==> config.mk <==
export PLATFORM = sky130hd
export DESIGN_NAME = csr_width_downconv
export DESIGN_NICKNAME = d
export VERILOG_FILES = /design/src/rtl/csr_width_downconv.sv
export SDC_FILE = /design/constraint.sdc
export NUM_CORES = 1
export LEC_CHECK = 0
export ABC_CLOCK_PERIOD_IN_PS = 1900
export BUFFER_PORTS_ARGS = -buffer_cell sky130_fd_sc_hd__buf_2
export CORE_MARGIN = 3
export CORE_UTILIZATION = 51
export DETAILED_ROUTE_END_ITERATION = 8
export GPL_TIMING_DRIVEN = 1
export PLACE_DENSITY_LB_ADDON = 0.12
export SYNTH_ARGS = -nofsm -noshare
export SYNTH_HDL_FRONTEND = slang
export SYNTH_SLANG_ARGS = --single-unit
==> constraint.sdc <==
create_clock -name clk -period 1.9 [get_ports clk]
set_input_delay 0.19 -clock clk [delete_from_list [all_inputs] [get_ports clk]]
set_output_delay 0.19 -clock clk [all_outputs]
set_load 0.02 [all_outputs]
==> src/rtl/csr_width_downconv.sv <==
module csr_width_downconv #(
  parameter int CPU_AW = 3,
  parameter int CSR_DW = 8,
  parameter int RATIO  = 4
) (
  input  logic                              clk,
  input  logic                              rst_n,
  input  logic [CPU_AW-1:0]                 cpu_addr,
  input  logic [CSR_DW*RATIO-1:0]           cpu_wdata,
  input  logic                              cpu_rd,
  input  logic                              cpu_wr,
  output logic [CSR_DW*RATIO-1:0]           cpu_rdata,
  output logic                              cpu_ack,
  output logic [CPU_AW+$clog2(RATIO)-1:0]   csr_addr,
  output logic                              csr_rstb,
  input  logic [CSR_DW-1:0]                 csr_rdata,
  output logic                              csr_wstb,
  output logic [CSR_DW-1:0]                 csr_wdata
);
  localparam int IW     = $clog2(RATIO);
  localparam int CPU_DW = CSR_DW * RATIO;
  localparam int CSR_AW = CPU_AW + IW;

  typedef enum logic [1:0] {S_IDLE, S_ISSUE, S_DRAIN, S_ACK} state_t;

  state_t            st;
  logic              is_rd;
  logic [CPU_AW-1:0] addr_q;
  logic [CPU_DW-1:0] wdata_q;
  logic [CPU_DW-1:0] rdata_q;
  logic [IW-1:0]     cnt;
  logic [IW-1:0]     samp_i;
  logic              samp_v;
  logic              last;

  assign last      = (cnt == IW'(RATIO - 1));
  assign csr_rstb  = (st == S_ISSUE) &&  is_rd;
  assign csr_wstb  = (st == S_ISSUE) && !is_rd;
  assign csr_addr  = {addr_q, cnt};
  assign csr_wdata = wdata_q[cnt*CSR_DW +: CSR_DW];
  assign cpu_ack   = (st == S_ACK);
  assign cpu_rdata = rdata_q;

  always_ff @(posedge clk) begin
    if (!rst_n) begin
      st      <= S_IDLE;
      is_rd   <= 1'b0;
      addr_q  <= '0;
      wdata_q <= '0;
      cnt     <= '0;
    end else begin
      case (st)
        S_IDLE: if (cpu_rd || cpu_wr) begin
          st      <= S_ISSUE;
          is_rd   <= cpu_rd;
          addr_q  <= cpu_addr;
          wdata_q <= cpu_wdata;
          cnt     <= '0;
        end
        S_ISSUE: begin
          cnt <= cnt + 1'b1;
          if (last) st <= is_rd ? S_DRAIN : S_ACK;
        end
        S_DRAIN: st <= S_ACK;
        default: st <= S_IDLE;
      endcase
    end
  end

  always_ff @(posedge clk) begin
    if (!rst_n) begin
      samp_v  <= 1'b0;
      samp_i  <= '0;
      rdata_q <= '0;
    end else begin
      samp_v <= csr_rstb;
      samp_i <= cnt;
      if (samp_v) rdata_q[samp_i*CSR_DW +: CSR_DW] <= csr_rdata;
    end
  end

  a_r8_exclusive: assert property (@(posedge clk) disable iff (!rst_n)
    !(csr_rstb && csr_wstb));
  a_r3_rd_ascend: assert property (@(posedge clk) disable iff (!rst_n)
    (csr_rstb && $past(csr_rstb)) |-> csr_addr == CSR_AW'($past(csr_addr) + 1'b1));
  a_r3_wr_ascend: assert property (@(posedge clk) disable iff (!rst_n)
    (csr_wstb && $past(csr_wstb)) |-> csr_addr == CSR_AW'($past(csr_addr) + 1'b1));
  a_r3_first_chunk: assert property (@(posedge clk) disable iff (!rst_n)
    ($rose(csr_rstb) || $rose(csr_wstb)) |-> csr_addr[IW-1:0] == '0);
  a_r6_ack_pulse: assert property (@(posedge clk) disable iff (!rst_n)
    cpu_ack |=> !cpu_ack);
  a_r6_ack_cause: assert property (@(posedge clk) disable iff (!rst_n)
    cpu_ack |-> ($past(csr_wstb) || $past(csr_rstb, 2)));
  a_r7_no_strobe_at_ack: assert property (@(posedge clk) disable iff (!rst_n)
    cpu_ack |-> !(csr_rstb || csr_wstb));
endmodule

==> impl_summary.md <==
Status
The run finished with clean final reports.

Synth
Ranked by total cell area, the synthesized netlist is headed by sky130_fd_sc_hd__dfxtp_1 46%, sky130_fd_sc_hd__nand2_1 11%, sky130_fd_sc_hd__a21boi_1 8.3%. Of the total synthesized cell area, the portion taken by full adders, half adders and majority gates is 0.0424. The compound-cell area share of the yosys netlist was 0.179.

By area, the combinational part of the netlist is dominated by simple AND/OR/NAND/NOR gates. The most used flip-flop cell after synthesis is sky130_fd_sc_hd__dfxtp_1. sky130_fd_sc_hd__nand2_1 is the most common cell in the netlist. The summed instance area of the synthesized netlist is around 3200 um2. The yosys synthesis warning count is 0. The number of enable flip-flop cells after synthesis is 0.

Of the post-synthesis cell area, the part taken by muxes is 0.0616. The share of synthesized area in the top cell type comes to 0.462. The count of different cell masters after synthesis is 30.

Counting flops and latches in the post-synthesis netlist gives 75. The share of the yosys chip area belonging to registers is 0.462. Counting instances in the post-synthesis netlist gives the leading cell types as 97 x sky130_fd_sc_hd__nand2_1, 75 x sky130_fd_sc_hd__dfxtp_1, 36 x sky130_fd_sc_hd__a21boi_1. The gate count after technology mapping is 347.

The average cell area after synthesis is about 9.4 um2. Summed over all instances, the cell type with the most area after synthesis is sky130_fd_sc_hd__dfxtp_1. Of the total synthesized cell area, the portion taken by AND, OR, NAND and NOR gates is 0.207. In the synthesized netlist the async set-or-reset flop fraction comes to 0.

The number of nets in the synthesized netlist is between 400 and 500. The fraction of synthesized cell area in xor and xnor cells is 0.

Routing
The remaining antenna violation count is 0. The routed design has 7400 um of wire. The first detailed-routing pass ran for 5 iterations.

The routed via count divided by cell count is 5.22. The DRC marker count from the first detailed-route iteration is between 150 and 200. Dividing the detail-routed wire length by the instance count gives about 14 um. After detailed routing, the number of remaining DRC violations is 0.

The number of vias in the routed layout is approximately 2700.

Setup path
The slowest stage of the critical path belongs to the cell sky130_fd_sc_hd__mux4_2. The critical path goes through buf_6 -> mux4_2 -> buf_2. The setup slack on the worst flop-to-flop path is approximately 0.24 ns. The capture point of the critical path is csr_wdata[1]. The critical path's largest stage delay is about 0.53 ns.

The critical-path maximum fanout is 12. The depth of the most critical reg-to-reg path is 5. The critical path in this run is classified as register to output port. In this run the critical register-to-register path is launched from samp_i[1]$_SDFF_PN0_. The worst setup path is launched from a register.

The worst endpoint required time is ~1.7 ns. The reg-to-reg endpoint is cpu_rdata[4]$_SDFFE_PN0P_. STA classifies the critical path endpoint as an output port.

The critical path launch point is cnt[0]$_SDFFE_PN0P_. At the worst endpoint, the arrival time is ~1.6 ns.

Power
The areal power density over the cells is 1180 nW/um2. The standby leakage power is ~1.7 nW. Total power for the finished layout comes to ~4.7 mW.

VDD sags by at most 0.772 mV.

GRT
Global routing finished with a remaining overflow of 0. For this run, the total global-route usage over all layers was measured as 0.205. The maximum number of pins on one net before global-route repair is 37. The initial antenna violation count is 0. The first-pass GRT wire length is between 10000 and 15000 um.

The via count of the first global-routing pass is about 2500.

CTS
The tree built by TritonCTS fans out to 75 sinks. For this design, the CTS-stage hold fixing added 0 buffers. Clock latency on the worst-skew pair, taken at its later pin, is approximately 0.34 ns. TritonCTS built the clock tree. The total number of H-tree levels is 3. The cell at the root of the clock tree is sky130_fd_sc_hd__clkbuf_8.

The maximum buffer depth of the clock tree is 2. Buffers inserted during clock tree synthesis total 9. Clock-pin slew was measured on the worst setup and hold paths at ~0.07 ns.

STA
After layout, the minimum clock period comes to 1.74 ns. Based on the critical path, the design can be clocked at up to between 500 and 600 MHz. In this run the tightest slew margin relative to its limit is 0.405.

The actual slew at the worst max-slew pin is around 0.89 ns. Between clock sinks in the finished design, the worst skew comes to 0.00666 ns. The final count of hold timing violations is 0. The number of endpoints failing setup at the final stage is 0. The count of pins over their slew limit came to 0. Setup repair after global routing left no endpoint under its margin. Of the available clock period, the critical path in the final layout requires 0.917. After routing, the total negative slack on setup checks comes to 0 ns. The minimum hold slack is roughly 0.08 ns.

Floorplanning
The floorplan die height is roughly 86 um. The die area is around 7400 um2. The initial utilization of the core area, before any placement, comes to 0.536. The die span in x is 85.8 um. In this run the core area contains 28 standard-cell rows. The core outline area is 6060 um2.

95 I/O pins were placed.

Placement
The cell area after placement is roughly 3800 um2. The placer congestion estimate is between 0.7 and 0.8. The number of placed instances, taps included, is around 500. The HPWL reported at the end of detailed placement is roughly 5200 um. The count of buffers from port buffering is 94.

Final layout
The number of cells in the finished layout apart from fillers is 515. The repair_antennas step left the layout with diodes totalling 0. The synthesis-to-layout area growth is 22.3%. Of the cells placed in the final design, the portion with a size suffix greater than 1 is 0.291. The net count reported at finish is just under 500. The area of all placed cells without fillers is between 3000 and 4000 um2.

Worst hold path
The classification of the worst-slack hold path is primary input to register.

Flow run
The tool flagged a number of max-cap violations equal to 0.
-- layer usage --
metal	wire, um	GRT usage	up-vias
li1	-	-	1362
met1	3500	0.273	1243
met2	3390	0.321	73
met3	390	0.0528	9
met4	115	0.0791	0
met5	0	0	-
-- how the worst min path moves through the flow --
stage,startpoint,endpoint,slack (ns),cells past startpoint
2_1_floorplan,cpu_wdata[10],wdata_q[10]$_SDFFE_PN0P_,0.32,2
3_3_place_gp,cpu_wdata[15],wdata_q[15]$_SDFFE_PN0P_,0.43,3
3_5_place_dp,cpu_wdata[14],wdata_q[14]$_SDFFE_PN0P_,0.44,3
4_1_cts,cpu_wdata[21],wdata_q[21]$_SDFFE_PN0P_,0.07,3
5_1_grt,cpu_wdata[15],wdata_q[15]$_SDFFE_PN0P_,0.06,3
6_report,cpu_wdata[22],wdata_q[22]$_SDFFE_PN0P_,0.08,3
-- power by group --
part,switching [mW],internal (mW)
clock network,0.566,0.710
registers,0.129,1.81
logic,0.896,0.589
-- critical path, delay by kind of cell (launching register included) --
| kind | cells | cell delay (ns) |
|---|---|---|
| flip-flops | 1 | 0.32 |
| multiplexers | 1 | 0.53 |
| buffers and inverters | 2 | 0.36 |
-- layout make-up --
class                      instances  area, um2
multi-input combinational        241       1590
inverter                           8       30.0
sequential                        75       1500
timing repair buffer             100        544
fill                             522       2090
clock buffer                      12        165
tap                               75       93.8
clock inverter                     4       47.5
-- kinds of logic after synthesis --
kind of cell,count (synthesis)
and+or+nand+nor,146
DFF,75
AOI/OAI and AO/OA,74
buffers and inverters,31
adders and majority gates,11
muxes,10
-- what timing repair did --
action | CTS | global route
resized for setup | 0 | 1
setup buffers | 0 | 0
setup endpoints to repair | 0 | 2
-- state kept, by name, indices dropped and copies added, names as in the netlist --
register and count:
cpu_rdata 32, wdata_q 32, addr_q 3, cnt 2, samp_i 2, st 2, is_rd 1, samp_v 1
-- stage by stage --
stage / setup slack, ns / util
after detailed placement: 0.233 / 0.620
final: 0.158 / 0.656
after floorplan: 0.297 / -
after CTS: 0.0841 / 0.655
after global placement: 0.352 / 0.620
after global routing: 0.0460 / 0.656
-- layout by cell type (no fill, tap or decap) --
cell type	synthesis	layout
sky130_fd_sc_hd__nand2_1	97	97
sky130_fd_sc_hd__buf_2	10	94
sky130_fd_sc_hd__dfxtp_1	75	75
sky130_fd_sc_hd__a21boi_1	36	36
sky130_fd_sc_hd__nor2b_1	19	19
sky130_fd_sc_hd__a32oi_1	16	16
sky130_fd_sc_hd__nand3_1	16	16
sky130_fd_sc_hd__a21boi_0	16	16
sky130_fd_sc_hd__clkbuf_8	0	12
sky130_fd_sc_hd__ha_1	11	11
sky130_fd_sc_hd__inv_1	8	8
sky130_fd_sc_hd__mux4_2	8	8
sky130_fd_sc_hd__nor2_1	3	3
sky130_fd_sc_hd__buf_4	1	3
sky130_fd_sc_hd__and2_1	2	2
sky130_fd_sc_hd__nor3b_2	2	2
sky130_fd_sc_hd__mux2i_1	2	2
sky130_fd_sc_hd__o22ai_1	2	2
sky130_fd_sc_hd__clkinv_2	0	2
sky130_fd_sc_hd__buf_12	0	2
sky130_fd_sc_hd__and4bb_2	1	1
sky130_fd_sc_hd__and4b_1	1	1
sky130_fd_sc_hd__and4bb_1	1	1
sky130_fd_sc_hd__nand4_1	1	1
sky130_fd_sc_hd__and2_0	1	1
sky130_fd_sc_hd__o311ai_0	1	1
sky130_fd_sc_hd__a21oi_1	1	1
sky130_fd_sc_hd__o21a_1	1	1
sky130_fd_sc_hd__o21ai_4	1	1
sky130_fd_sc_hd__and3_1	1	1
sky130_fd_sc_hd__nand3b_1	1	1
sky130_fd_sc_hd__bufinv_16	0	1
sky130_fd_sc_hd__clkinvlp_4	0	1
sky130_fd_sc_hd__buf_6	3	1
Power figures use the tool's default switching activity.
